[config.mk]
export PLATFORM = sky130hd
export DESIGN_NAME = cutout_window_timer
export DESIGN_NICKNAME = d
export VERILOG_FILES = /design/src/rtl/cw_pkg.sv /design/src/rtl/cw_base_tick.sv /design/src/rtl/cw_window_timer.sv /design/src/rtl/cw_window_fsm.sv /design/src/rtl/cutout_window_timer.sv
export SDC_FILE = /design/constraint.sdc
export NUM_CORES = 1
export LEC_CHECK = 0
export ABC_AREA = 1
export BUFFER_PORTS_ARGS = -buffer_cell sky130_fd_sc_hd__buf_2
export CORE_MARGIN = 4
export CORE_UTILIZATION = 50
export DETAILED_ROUTE_END_ITERATION = 8
export GPL_ROUTABILITY_DRIVEN = 0
export GPL_TIMING_DRIVEN = 0
export PLACE_DENSITY = 0.67
export SETUP_SLACK_MARGIN = 0.2
export SLEW_MARGIN = 15
export SYNTH_ARGS = -nofsm -noshare
export SYNTH_HDL_FRONTEND = slang
export SYNTH_SLANG_ARGS = --single-unit
[constraint.sdc]
create_clock -name clk_i -period 1.4 [get_ports clk_i]
set_input_delay 0.14 -clock clk_i [delete_from_list [all_inputs] [get_ports clk_i]]
set_output_delay 0.14 -clock clk_i [all_outputs]
set_load 0.05 [all_outputs]
[src/rtl/cw_pkg.sv]
package cw_pkg;

  typedef enum logic [1:0] {
    CW_IDLE  = 2'b00,
    CW_ARMED = 2'b01,
    CW_OPEN  = 2'b11
  } cw_state_e;

  // Clock cycles in a span of microseconds at a whole-MHz clock.
  function automatic int us_to_cyc(input int clk_hz, input int span_us);
    return (clk_hz / 1_000_000) * span_us;
  endfunction

endpackage

[src/rtl/cw_base_tick.sv]
module cw_base_tick #(
  parameter int PERIOD   = 928,
  parameter int MATCH_AT = 446
) (
  input  logic clk_i,
  input  logic rst_ni,
  output logic tick_o,
  output logic match_o
);

  localparam int W = (PERIOD > 1) ? $clog2(PERIOD) : 1;
  localparam logic [W-1:0] LAST  = W'(PERIOD - 1);
  localparam logic [W-1:0] MATCH = W'(MATCH_AT);

  logic [W-1:0] cnt_q, cnt_d;

  always_comb begin
    if (cnt_q == LAST) cnt_d = '0;
    else               cnt_d = cnt_q + W'(1);
  end

  always_ff @(posedge clk_i or negedge rst_ni) begin
    if (!rst_ni) cnt_q <= '0;
    else         cnt_q <= cnt_d;
  end

  assign tick_o  = (cnt_q == LAST);
  assign match_o = (cnt_q == MATCH);


  tick_single_chk: assert property (@(posedge clk_i) disable iff (!rst_ni)
    tick_o |=> !tick_o);


  tick_after_match_chk: assert property (@(posedge clk_i) disable iff (!rst_ni)
    tick_o |-> !match_o);

endmodule

[src/rtl/cw_window_timer.sv]
module cw_window_timer #(
  parameter int PERIOD = 6976
) (
  input  logic clk_i,
  input  logic rst_ni,
  input  logic run_i,
  output logic tick_o
);

  localparam int W = (PERIOD > 1) ? $clog2(PERIOD) : 1;
  localparam logic [W-1:0] LAST = W'(PERIOD - 1);

  logic [W-1:0] cnt_q, cnt_d;
  logic         wrap;

  assign wrap = (cnt_q == LAST);

  always_comb begin
    if (!run_i)    cnt_d = '0;
    else if (wrap) cnt_d = '0;
    else           cnt_d = cnt_q + W'(1);
  end

  always_ff @(posedge clk_i or negedge rst_ni) begin
    if (!rst_ni) cnt_q <= '0;
    else         cnt_q <= cnt_d;
  end

  assign tick_o = run_i & wrap;


  timer_restart_chk: assert property (@(posedge clk_i) disable iff (!rst_ni)
    $rose(run_i) |-> !tick_o);

endmodule

[src/rtl/cw_window_fsm.sv]
module cw_window_fsm
  import cw_pkg::*;
(
  input  logic clk_i,
  input  logic rst_ni,
  input  logic start_i,
  input  logic clear_i,
  input  logic phase_i,
  input  logic cut_tick_i,
  output logic run_o,
  output logic cut_o,
  output logic active_o
);

  cw_state_e state_q, state_d;
  logic      pend_q, pend_d;

  always_comb begin
    state_d = state_q;
    unique case (state_q)
      CW_IDLE:  if (start_i) state_d = phase_i ? CW_OPEN : CW_ARMED;
      CW_ARMED: if (phase_i) state_d = CW_OPEN;
      CW_OPEN:  if (cut_tick_i && (pend_q || clear_i)) state_d = CW_IDLE;
      default:  state_d = CW_IDLE;
    endcase
    pend_d = (state_d == CW_OPEN) &&
             (pend_q || ((state_q == CW_OPEN) && clear_i));
  end

  always_ff @(posedge clk_i or negedge rst_ni) begin
    if (!rst_ni) begin
      state_q <= CW_IDLE;
      pend_q  <= 1'b0;
    end else begin
      state_q <= state_d;
      pend_q  <= pend_d;
    end
  end

  assign cut_o    = (state_q == CW_OPEN);
  assign run_o    = cut_o;
  assign active_o = (state_q != CW_IDLE);


  rise_on_phase_chk: assert property (@(posedge clk_i) disable iff (!rst_ni)
    $rose(cut_o) |-> $past(phase_i));


  fall_on_tick_chk: assert property (@(posedge clk_i) disable iff (!rst_ni)
    $fell(cut_o) |-> $past(cut_tick_i));


  tick_only_open_chk: assert property (@(posedge clk_i) disable iff (!rst_ni)
    cut_tick_i |-> cut_o);


  start_ignored_chk: assert property (@(posedge clk_i) disable iff (!rst_ni)
    (active_o && start_i && !cut_tick_i) |=> active_o);

endmodule

[src/rtl/cutout_window_timer.sv]
module cutout_window_timer
  import cw_pkg::*;
#(
  parameter int CLK_HZ    = 16_000_000,
  parameter int BASE_US   = 58,
  parameter int OFFSET_US = 28,
  parameter int CUT_US    = 436
) (
  input  logic clk_i,
  input  logic rst_ni,
  input  logic start_req_i,
  input  logic clear_req_i,
  output logic base_tick_o,
  output logic cutout_o,
  output logic window_o
);

  localparam int BASE_CYC = us_to_cyc(CLK_HZ, BASE_US);
  localparam int OFF_CYC  = us_to_cyc(CLK_HZ, OFFSET_US);
  localparam int CUT_CYC  = us_to_cyc(CLK_HZ, CUT_US);
  // Decision is taken one cycle before the output flop rises.
  localparam int MATCH_AT = OFF_CYC - 2;

  logic [1:0] rst_sync_q;
  logic       rst_n;
  logic       phase_hit;
  logic       cut_tick;
  logic       cut_run;

  always_ff @(posedge clk_i or negedge rst_ni) begin
    if (!rst_ni) rst_sync_q <= 2'b00;
    else         rst_sync_q <= {rst_sync_q[0], 1'b1};
  end
  assign rst_n = rst_sync_q[1];

  cw_base_tick #(
    .PERIOD   (BASE_CYC),
    .MATCH_AT (MATCH_AT)
  ) u_base (
    .clk_i   (clk_i),
    .rst_ni  (rst_n),
    .tick_o  (base_tick_o),
    .match_o (phase_hit)
  );

  cw_window_timer #(
    .PERIOD (CUT_CYC)
  ) u_cut (
    .clk_i  (clk_i),
    .rst_ni (rst_n),
    .run_i  (cut_run),
    .tick_o (cut_tick)
  );

  cw_window_fsm u_fsm (
    .clk_i      (clk_i),
    .rst_ni     (rst_n),
    .start_i    (start_req_i),
    .clear_i    (clear_req_i),
    .phase_i    (phase_hit),
    .cut_tick_i (cut_tick),
    .run_o      (cut_run),
    .cut_o      (cutout_o),
    .active_o   (window_o)
  );

endmodule

==> flow_metrics.env <==
export IMPL_status="complete, but fails checks"
export IMPL_violations="negative setup slack"
export IMPL_numClockSinks=28
export IMPL_worstSetupPathType="reg -> out"
export IMPL_final_nets=223
export IMPL_r2r_end="u_fsm.pend_q"
export IMPL_antenna_found_initial=0
export IMPL_vdd_drop_max_v=0.0006321
export IMPL_setup_tns_final_ps=-265.9
export IMPL_std_cell_rows=19
export IMPL_power_leakage_nw=0.9539
export IMPL_ys_ff_latch=28
export IMPL_dpl_cell_area_sq_um=1500
export IMPL_worstPathRequired_ps=1260
export IMPL_drc=0
export IMPL_synth_cells=172
export IMPL_dieArea_sq_um=3751
export IMPL_cts_buffers=3
export IMPL_rsz0062_at_grt="true"
export IMPL_drt_pass1_iterations=4
export IMPL_reg2reg_slack_ps=-80
export IMPL_fmax_mhz=661.1
export IMPL_clk_path_buf_depth=2
export IMPL_areaGrowthSynthToFinish_pct=47.48
export IMPL_synth_compound_area_share_pct=4.237
export IMPL_setup_viol=3
export IMPL_cp_start_kind="register"
export IMPL_synth_mux_area_share_pct=0
export IMPL_crit_path_end_kind="output pin"
export IMPL_drtIter0Drc=39
export IMPL_synth_top_cell_by_area="dfrtp_1"
export IMPL_synth_cell_types=22
export IMPL_stdcell_area_sq_um=2091
export IMPL_start_util_pct=51.85
export IMPL_grt_usage_pct=19.06
export IMPL_synth_most_common_cell="nor2_1"
export IMPL_relSlewSlack_pct=62.18
export IMPL_r2r_start="u_base.cnt_q[0]"
export IMPL_worst_r2r_path_depth=10
export IMPL_hold_class="in -> async"
export IMPL_cts_htree_levels=1
export IMPL_ys_top_cells_by_area="dfrtp_1, nor2_1, nand2_1"
export IMPL_yosys_top_cells_count="nor2_1, dfrtp_1, nand2_1, inv_1, nand3_1"
export IMPL_async_flop_share_pct=100.0
export IMPL_syn_cell_area_sq_um=1418
export IMPL_whs_ps=87.70
export IMPL_core_sq_um=2734
export IMPL_drive_above_1_share_pct=42.33
export IMPL_grt_pass1_wl_mm=5.237
export IMPL_synth_xor_area_share_pct=4.943
export IMPL_cts_root_buf="clkbuf_4"
export IMPL_power_density_nw_per_um2=588.8
export IMPL_hpwl_mm=1.849
export IMPL_final_hold_violation_count=0
export IMPL_fin_ws_ps=-112.7
export IMPL_finalCritPeriodShare_pct=108.1
export IMPL_synth_yosys_seq_area_share_pct=49.43
export IMPL_die_x_um=61.25
export IMPL_die_h_um=61.25
export IMPL_synth_edff_count=0
export IMPL_routed_via_density=5.325
export IMPL_p_total_mw=1.231
export IMPL_timing_final_crit_period_ps=1513
export IMPL_tightestPinTransition_ps=567.4
export IMPL_drv_slew=0
export IMPL_synth_flop_cell="dfrtp_1"
export IMPL_synth_top_area_share_pct=49.43
export IMPL_path_clk_slew_ps=160
export IMPL_drv_cap=0
export IMPL_yosys_warnings=0
export IMPL_cts_tree="yes"
export IMPL_drt_total_wl_mm=3.592
export IMPL_synth_top_family_by_area="simple AND/OR/NAND/NOR gates"
export IMPL_synthSimpleGateAreaFrac_pct=31.60
export IMPL_critPathArrivalTime_ps=1370
export IMPL_clkLatencyLatePin_ps=340
export IMPL_grt_pass1_vias=1248
export IMPL_syn_avg_cell_area_sq_um=8.242
export IMPL_grt_max_degree=27
export IMPL_num_vias=1310
export IMPL_critPathMaxFanout=3
export IMPL_ant_nets=0
export IMPL_utilization_pct=76.48
export IMPL_overflow=0
export IMPL_synth_nets=179
export IMPL_port_buffers=6
export IMPL_synth_fa_ha_area_share_pct=2.648
export IMPL_detail_route_wl_per_cell_um=14.60
export IMPL_antenna_cells=0
export IMPL_finalClockSkew_ps=17.36
export IMPL_io_pins=7
## power breakdown
part	total (mW)	internal [mW]	switching (mW)
combinational	0.00849	0.00497	0.00352
sequential	0.826	0.812	0.0145
clock	0.396	0.159	0.237
## layout make-up
type | instances | area [sq um]
clock buffers | 4 | 36.28
repair buffers | 39 | 360.3
multi-input cells | 118 | 843.3
flip-flops and latches | 28 | 705.7
fillers | 171 | 643.1
well taps | 31 | 38.79
inverters | 26 | 106.4
## cell families after synthesis
| group | after synthesis |
|---|---|
| XOR/XNOR | 8 |
| AO/OA/AOI/OAI | 11 |
| AND/OR/NAND/NOR | 95 |
| other | 1 |
| flip-flops | 28 |
| adder cells (fa/ha/maj) | 3 |
| buffers and inverters | 26 |
## state kept, by name, summed over array words and instances, names as in the netlist
signal,flops
u_cut.cnt_q,13
u_base.cnt_q,10
rst_sync_q,2
u_fsm.state_q,2
u_fsm.pend_q,1
## metal layers
metal / track usage (%) / share of wire, % / vias to the layer above
met2: 31.57 / 51 / 24
met4: 8.050 / 1.5 / 0
met5: 0 / 0 / -
met3: 3.354 / 2.5 / 8
li1: - / - / 627
met1: 24.53 / 45 / 651
## stage by stage
step | instances | setup WS [ps]
after floorplan | 172 | -33.90
after global placement | 209 | -84.59
after detailed placement | 209 | -66.97
after CTS | 233 | -131.4
after global routing | 246 | -267.0
final | 246 | -112.7
## how the worst max path moves through the flow
stage          depth (start not counted)             from              end
4_1_cts                                6  u_base.cnt_q[1]      base_tick_o
3_3_place_gp                           6  u_base.cnt_q[0]      base_tick_o
2_1_floorplan                          6  u_base.cnt_q[0]  u_base.cnt_q[5]
3_5_place_dp                           6  u_base.cnt_q[0]      base_tick_o
5_1_grt                               10  u_base.cnt_q[0]     u_fsm.pend_q
6_report                               6  u_base.cnt_q[0]      base_tick_o
## what timing repair did
item                                    in CTS  in global routing
resized for setup                           51                 26
endpoints found under the setup margin      22                 24
pin swaps                                   13                 28
hold buffers                                 1                  0
buffers inserted                            19                 13
endpoints found under the hold margin        2                  0
## critical path: stages, from the launching register on
cell	delay, ps
dfrtp_1	440
ha_4	180
nand2_4	60
nor2_4	70
nand2_2	80
inv_2	80
buf_8	140
## cell usage in the layout (no fill, tap or decap), types with 2 or more instances in the layout
master / synthesis / final
nand2_1: 28 / 23
nor2_2: 5 / 9
nand2_2: 1 / 3
nand3_1: 10 / 8
nor3_2: 0 / 3
o21ai_0: 3 / 2
inv_4: 0 / 2
buf_8: 0 / 3
buf_6: 0 / 10
nand2_4: 1 / 3
ha_4: 0 / 2
buf_4: 0 / 21
nand3_2: 3 / 2
xor2_1: 8 / 8
nand3_4: 0 / 3
dfrtp_2: 0 / 4
nor3b_2: 0 / 2
clkbuf_4: 0 / 3
inv_1: 26 / 22
buf_2: 0 / 3
dfrtp_1: 28 / 24
nor2_4: 0 / 10
nand4_1: 5 / 5
a21oi_1: 5 / 5
nor2_1: 32 / 18
No activity file was read; power rests on OpenSTA's default activity.
